===== src/rtl/lcell_pkg.sv =====
package lcell_pkg;

    localparam int LC_INPUTS      = 3;
    localparam int LC_SYNC_STAGES = 2;
    localparam int LC_FILT_LEN    = 3;

    typedef enum logic [1:0] {
        SRC_MASK  = 2'b00,
        SRC_LEVEL = 2'b01,
        SRC_EVENT = 2'b10,
        SRC_OFF   = 2'b11
    } src_e;

    typedef struct packed {
        logic sync_en;
        logic filt_en;
        logic edge_en;
        logic edge_fall;
    } cond_cfg_t;

    function automatic logic all_equal(input logic [7:0] win, input int len);
        logic ones;
        logic zeros;
        ones  = 1'b1;
        zeros = 1'b1;
        for (int k = 0; k < 8; k++) begin
            if (k < len) begin
                ones  = ones & win[k];
                zeros = zeros & ~win[k];
            end
        end
        return ones | zeros;
    endfunction

endpackage


===== src/rtl/lc_input_sel.sv =====
module lc_input_sel
    import lcell_pkg::*;
#(
    parameter int N_IN = LC_INPUTS
) (
    input  logic              clk,
    input  logic              rst,
    input  logic              clr,
    input  logic [N_IN-1:0]   raw,
    input  logic [2*N_IN-1:0] sel,
    output logic [N_IN-1:0]   val
);

    for (genvar gi = 0; gi < N_IN; gi++) begin : g_in
        logic seen_q;
        logic prev_q;
        src_e mode;

        assign mode = src_e'(sel[2*gi+1 -: 2]);

        always_ff @(posedge clk) begin
            if (rst || clr) begin
                seen_q <= 1'b0;
                prev_q <= 1'b0;
            end else begin
                seen_q <= raw[gi];
                prev_q <= seen_q;
            end
        end

        always_comb begin
            unique case (mode)
                SRC_LEVEL: val[gi] = raw[gi];
                SRC_EVENT: val[gi] = seen_q & ~prev_q;
                default:   val[gi] = 1'b0;
            endcase
        end
    end

endmodule


===== src/rtl/lc_sync.sv =====
module lc_sync #(
    parameter int STAGES = 2
) (
    input  logic clk,
    input  logic rst,
    input  logic clr,
    input  logic d,
    output logic q
);

    logic [STAGES-1:0] chain_q;

    always_ff @(posedge clk) begin
        if (rst || clr) begin
            chain_q <= '0;
        end else begin
            chain_q[0] <= d;
            for (int k = 1; k < STAGES; k++) begin
                chain_q[k] <= chain_q[k-1];
            end
        end
    end

    assign q = chain_q[STAGES-1];

endmodule


===== src/rtl/lc_filter.sv =====
module lc_filter
    import lcell_pkg::*;
#(
    parameter int LEN = LC_FILT_LEN
) (
    input  logic clk,
    input  logic rst,
    input  logic clr,
    input  logic d,
    output logic q
);

    localparam int HIST = LEN - 1;

    logic [HIST-1:0] hist_q;
    logic [7:0]      window;
    logic            q_r;

    always_comb begin
        window = '0;
        window[0] = d;
        for (int k = 0; k < HIST; k++) begin
            window[k+1] = hist_q[k];
        end
    end

    always_ff @(posedge clk) begin
        if (rst || clr) begin
            hist_q <= '0;
            q_r    <= 1'b0;
        end else begin
            hist_q[0] <= d;
            for (int k = 1; k < HIST; k++) begin
                hist_q[k] <= hist_q[k-1];
            end
            if (all_equal(window, LEN)) begin
                q_r <= d;
            end
        end
    end

    assign q = q_r;

endmodule


===== src/rtl/lc_edge.sv =====
module lc_edge (
    input  logic clk,
    input  logic rst,
    input  logic clr,
    input  logic d,
    input  logic fall,
    output logic pulse
);

    logic prev_q;
    logic pulse_q;

    always_ff @(posedge clk) begin
        if (rst || clr) begin
            prev_q  <= 1'b0;
            pulse_q <= 1'b0;
        end else begin
            prev_q  <= d;
            pulse_q <= fall ? (~d & prev_q) : (d & ~prev_q);
        end
    end

    assign pulse = pulse_q;

endmodule


===== src/rtl/cfg_logic_cell.sv =====
module cfg_logic_cell
    import lcell_pkg::*;
#(
    parameter  int N_IN        = LC_INPUTS,
    parameter  int SYNC_STAGES = LC_SYNC_STAGES,
    parameter  int FILT_LEN    = LC_FILT_LEN,
    localparam int TT_W        = 1 << N_IN
) (
    input  logic              clk,
    input  logic              rst,
    input  logic              cell_en,
    input  logic [N_IN-1:0]   raw_in,
    input  logic [2*N_IN-1:0] src_sel,
    input  logic [TT_W-1:0]   truth,
    input  logic              sync_en,
    input  logic              filt_en,
    input  logic              edge_en,
    input  logic              edge_fall,
    output logic              cell_out,
    output logic              evt_out
);

    cond_cfg_t       cfg;
    logic            clr;
    logic [N_IN-1:0] in_val;
    logic            tt_res;
    logic            sync_q;
    logic            filt_q;
    logic            cond;
    logic            edge_q;

    assign cfg = '{sync_en: sync_en, filt_en: filt_en,
                   edge_en: edge_en, edge_fall: edge_fall};
    assign clr = ~cell_en;

    lc_input_sel #(.N_IN(N_IN)) u_in (
        .clk (clk),
        .rst (rst),
        .clr (clr),
        .raw (raw_in),
        .sel (src_sel),
        .val (in_val)
    );

    assign tt_res = truth[in_val];

    lc_sync #(.STAGES(SYNC_STAGES)) u_sync (
        .clk (clk),
        .rst (rst),
        .clr (clr),
        .d   (tt_res),
        .q   (sync_q)
    );

    lc_filter #(.LEN(FILT_LEN)) u_filt (
        .clk (clk),
        .rst (rst),
        .clr (clr),
        .d   (sync_q),
        .q   (filt_q)
    );

    always_comb begin
        if (cfg.filt_en)      cond = filt_q;
        else if (cfg.sync_en) cond = sync_q;
        else                  cond = tt_res;
    end

    lc_edge u_edge (
        .clk   (clk),
        .rst   (rst),
        .clr   (clr),
        .d     (cond),
        .fall  (cfg.edge_fall),
        .pulse (edge_q)
    );

    assign cell_out = cell_en & ~rst & (cfg.edge_en ? edge_q : cond);
    assign evt_out  = cell_out;

endmodule


===== config.mk =====
export PLATFORM = sky130hd
export DESIGN_NAME = cfg_logic_cell
export DESIGN_NICKNAME = d
export VERILOG_FILES = /design/src/rtl/lcell_pkg.sv /design/src/rtl/lc_input_sel.sv /design/src/rtl/lc_sync.sv /design/src/rtl/lc_filter.sv /design/src/rtl/lc_edge.sv /design/src/rtl/cfg_logic_cell.sv
export SDC_FILE = /design/constraint.sdc
export NUM_CORES = 1
export LEC_CHECK = 0
export CAP_MARGIN = 20
export CORE_MARGIN = 2
export CORE_UTILIZATION = 42
export CTS_BUF_LIST = sky130_fd_sc_hd__clkbuf_16
export CTS_CLUSTER_DIAMETER = 40
export DETAILED_ROUTE_END_ITERATION = 8
export GPL_ROUTABILITY_DRIVEN = 0
export PLACE_DENSITY = 0.77
export SETUP_SLACK_MARGIN = 0.1
export SLEW_MARGIN = 20
export SYNTH_ARGS = -nofsm -noshare
export SYNTH_HDL_FRONTEND = slang
export SYNTH_SLANG_ARGS = --single-unit

===== constraint.sdc =====
create_clock -name clk -period 3.9 [get_ports clk]
set_input_delay 0.975 -clock clk [delete_from_list [all_inputs] [get_ports clk]]
set_output_delay 0.975 -clock clk [all_outputs]
set_load 0.03 [all_outputs]

==> load_flow_metrics.sql, run 1 <==
INSERT INTO impl_metrics (metric_group, metric, value, unit) VALUES
('clocking', 'clock-sinks', '13', ''),
('layout', 'total_of_fill_cells_in_the_finished_design', '130', ''),
('worst_setup_path', 'crit_type', 'input port to output pin', ''),
('global_route', 'grt_first_pass_wirelength', '2.48', 'mm'),
('worst_setup_path', 'timing.critical_path.fanout_max', '2', ''),
('job', 'max_cap_viol_count', '0', ''),
('place', 'dpl_worst_slack', '-0.756', 'ns'),
('timing', 'finalHoldViolCount', '0', ''),
('route', 'route.detailed.drc', '0', ''),
('synthesis', 'post_synth_inst_count', '72', ''),
('outcome', 'result_of_the_run', 'completed', ''),
('pwr', 'total_power', '0.000384', 'W'),
('worst_setup_path', 'timing.rr.start', 'u_in.g_in[0].prev_q', ''),
('worst_setup_path', 'crit_path_top_delay_cell', 'sky130_fd_sc_hd__clkdlybuf4s50_1', ''),
('worst_setup_path', 'startpoint_type', 'input port', ''),
('global_route', 'grt_util_met2', '32.9', '%'),
('clocking', 'ctsLongestPathBuffers', '2', ''),
('layout', 'area_delta_synth_final', '54.9', '%'),
('timing', 'max_slew_margin', '62.1', '%'),
('global_route', 'met1_usage', '17.9', '%'),
('place', 'placed_wire_length_estimate', '1.13', 'mm'),
('layout', 'diodes', '0', ''),
('timing', 'grt_setup_unrepaired', 'no', ''),
('global_route', 'grt_max_degree', '12', ''),
('synthesis', 'ys_ff_latch', '13', ''),
('clocking', 'inserted_clock_buffers', '3', ''),
('layout', 'final_nets', '132', ''),
('timing', 'finalSetupViolCount', '0', ''),
('floorplanning', 'die_x', '44.1', 'µm'),
('floorplanning', 'placement_rows', '14', ''),
('global_route', 'initial_antenna_violation_count', '0', ''),
('route', 'num_vias', '605', ''),
('hold_path', 'min_delay_path_depth', '1', ''),
('worst_setup_path', 'r2r-end', 'u_edge.pulse', ''),
('worst_setup_path', 'max_stage_delay', '0.47', 'ns'),
('hold_path', 'min-delay-path-class', 'register to register', ''),
('timing', 'layout_worst_path_cycle_share', '95.7', '%'),
('worst_setup_path', 'worst_path_dominant_cell_family', 'multiplexers', ''),
('timing', 'tightest_slew', '0.568', 'ns'),
('layout', 'layout_commonest_cell', 'sky130_fd_sc_hd__clkdlybuf4s50_1', ''),
('layout', 'most-common-layout-cells', '18 x sky130_fd_sc_hd__clkdlybuf4s50_1, 13 x sky130_fd_sc_hd__dfxtp_1, 10 x sky130_fd_sc_hd__and2_1, 8 x sky130_fd_sc_hd__inv_1, 7 x sky130_fd_sc_hd__nand2_1', ''),
('route', 'drtAntennaViolNets', '0', ''),
('hold_path', 'whs_endpoint', 'u_sync.chain_q[1]', ''),
('synthesis', 'count_of_warnings_emitted_by_yosys', '0', ''),
('worst_setup_path', 'cells_traversed_along_the_worst_timing_path', 'clkdlybuf4s50_1, nand2_1, a21oi_2, mux4_2, mux2_4, o211ai_1, a21oi_2, buf_6', ''),
('global_route', 'grt-ovfl-total', '0', ''),
('route', 'drt_wl_total', '1.41', 'mm'),
('route', 'dr.first_iter.drc_count', '7', ''),
('timing', 'timing_max_transition_violations_final', '0', ''),
('synthesis', 'post_synth_num_cell_types', '24', ''),
('worst_setup_path', 'worstSetupEndpointType', 'output pin', ''),
('pwr', 'static-leakage-power', '0.440', 'nW'),
('floorplanning', 'chipHeight', '44.1', 'µm'),
('layout', 'drive_gt1_share', '21.8', '%'),
('floorplanning', 'ios', '26', ''),
('worst_setup_path', 'critPathBufInv', '2', ''),
('synthesis', 'synth_area_per_cell', '9.40', 'µm²'),
('timing', 'fin_hold_ws', '0.431', 'ns'),
('pwr', 'power_dens_cells', '366', 'nW/µm²'),
('timing', 'timing.final.crit_period', '3.73', 'ns'),
('pwr', 'worst_ir_drop_vdd', '0.000215', 'V'),
('global_route', 'grt_pass1_vias', '635', ''),
('floorplanning', 'floorplan.initialDensity', '44.9', '%'),
('floorplanning', 'design.die.area', '1950', 'µm²'),
('floorplanning', 'coreArea', '1510', 'µm²'),
('synthesis', 'ys_seq_area_share', '38.4', '%'),
('timing', 'clock_skew', '0.000699', 'ns'),
('clocking', 'root_buffer', 'sky130_fd_sc_hd__clkbuf_16', ''),
('worst_setup_path', 'cp_common_cell', 'sky130_fd_sc_hd__a21oi_2', ''),
('layout', 'final_util', '69.6', '%'),
('clocking', 'clkSlewWorstSetupHoldPaths', '0.04', 'ns');
-- registers in the layout (all words and copies together) (netlist names) --
signal / flops
u_filt.q: 1
u_in.g_in.seen_q: 3
u_sync.chain_q: 2
u_in.g_in.prev_q: 3
u_edge.prev_q: 1
u_filt.hist_q: 2
u_edge.pulse: 1
-- where the power goes --
part | internal (W) | total [W] | switching, W
clock network | 0.000135 | 0.000190 | 0.0000549
registers | 0.000137 | 0.000138 | 0.00000137
logic | 0.0000354 | 0.0000560 | 0.0000206
-- worst max-delay path by stage --
stage / startpoint / endpoint / depth (start not counted)
global route: raw_in[2] / cell_out / 8
CTS: src_sel[1] / cell_out / 10
finish: raw_in[2] / cell_out / 8
floorplan: src_sel[0] / evt_out / 9
detailed placement: src_sel[0] / cell_out / 10
global placement: src_sel[0] / evt_out / 10
-- Yosys cell counts --
cell                       number  area, µm²
sky130_fd_sc_hd__a21o_1         1       7.51
sky130_fd_sc_hd__a21oi_1        5       25.0
sky130_fd_sc_hd__a31oi_1        1       6.26
sky130_fd_sc_hd__and2_1        10       62.6
sky130_fd_sc_hd__buf_4          1       7.51
sky130_fd_sc_hd__clkbuf_1       1       3.75
sky130_fd_sc_hd__dfxtp_1       13        260
sky130_fd_sc_hd__ha_1           6       75.1
sky130_fd_sc_hd__inv_1          8       30.0
sky130_fd_sc_hd__mux2_4         1       15.0
sky130_fd_sc_hd__mux4_1         2       52.6
sky130_fd_sc_hd__nand2_1        7       26.3
sky130_fd_sc_hd__nand2b_1       1       6.26
sky130_fd_sc_hd__nand3_1        2       10.0
sky130_fd_sc_hd__nand3b_1       3       22.5
sky130_fd_sc_hd__nor2_1         2       7.51
sky130_fd_sc_hd__nor2b_1        1       6.26
sky130_fd_sc_hd__nor3_1         1       5.00
sky130_fd_sc_hd__nor3b_1        1       7.51
sky130_fd_sc_hd__o211ai_1       1       7.51
sky130_fd_sc_hd__o21ai_0        1       5.00
sky130_fd_sc_hd__o21ai_1        1       5.00
sky130_fd_sc_hd__o311ai_2       1       16.3
sky130_fd_sc_hd__or2_2          1       6.26
-- kinds of logic after synthesis --
kind of cell,share of synthesized area (%)
simple gates,23.7
fa+ha+maj,11.1
flops,38.4
mux,9.98
compound gates,10.7
buf+inv,6.10
-- per-layer routing --
metal / up-vias / wire length [µm]
li1: 300 / -
met1: 279 / 553
met2: 24 / 743
met3: 2 / 104
met4: 0 / 10
met5: - / 0
-- metrics by stage --
step	std cells	TNS, ns	area [µm²]
global route	117	0	1050
finish	117	0	1050
global placement	113	-1.37	955
floorplan	72	0	681
detailed placement	113	-1.51	955
CTS	117	0	1040
-- what timing repair did --
action,CTS,global route
gates resized for setup,33,6
hold buffers,0,0
pin swaps,6,6
setup buffers,0,0
setup endpoints to repair,2,2
-- final cells by class --
class                           count  area (µm²)  area share [%]
Clock buffer                        3        75.1            7.16
Tap cell                           16        20.0            1.91
Inverter                            8        30.0            2.86
Clock inverter                      1        3.75           0.358
Multi-Input combinational cell     49         397            37.8
Timing Repair Buffer               27         263            25.1
Sequential cell                    13         260            24.8
No activity file was read; power rests on OpenSTA's default activity.
==> inputs of run 2 (changes only) <==
HOLD_SLACK_MARGIN = 0.1   (was default)
==> results of run 2 <==
The final DEF is identical to that of run 1; final timing and power are the same.
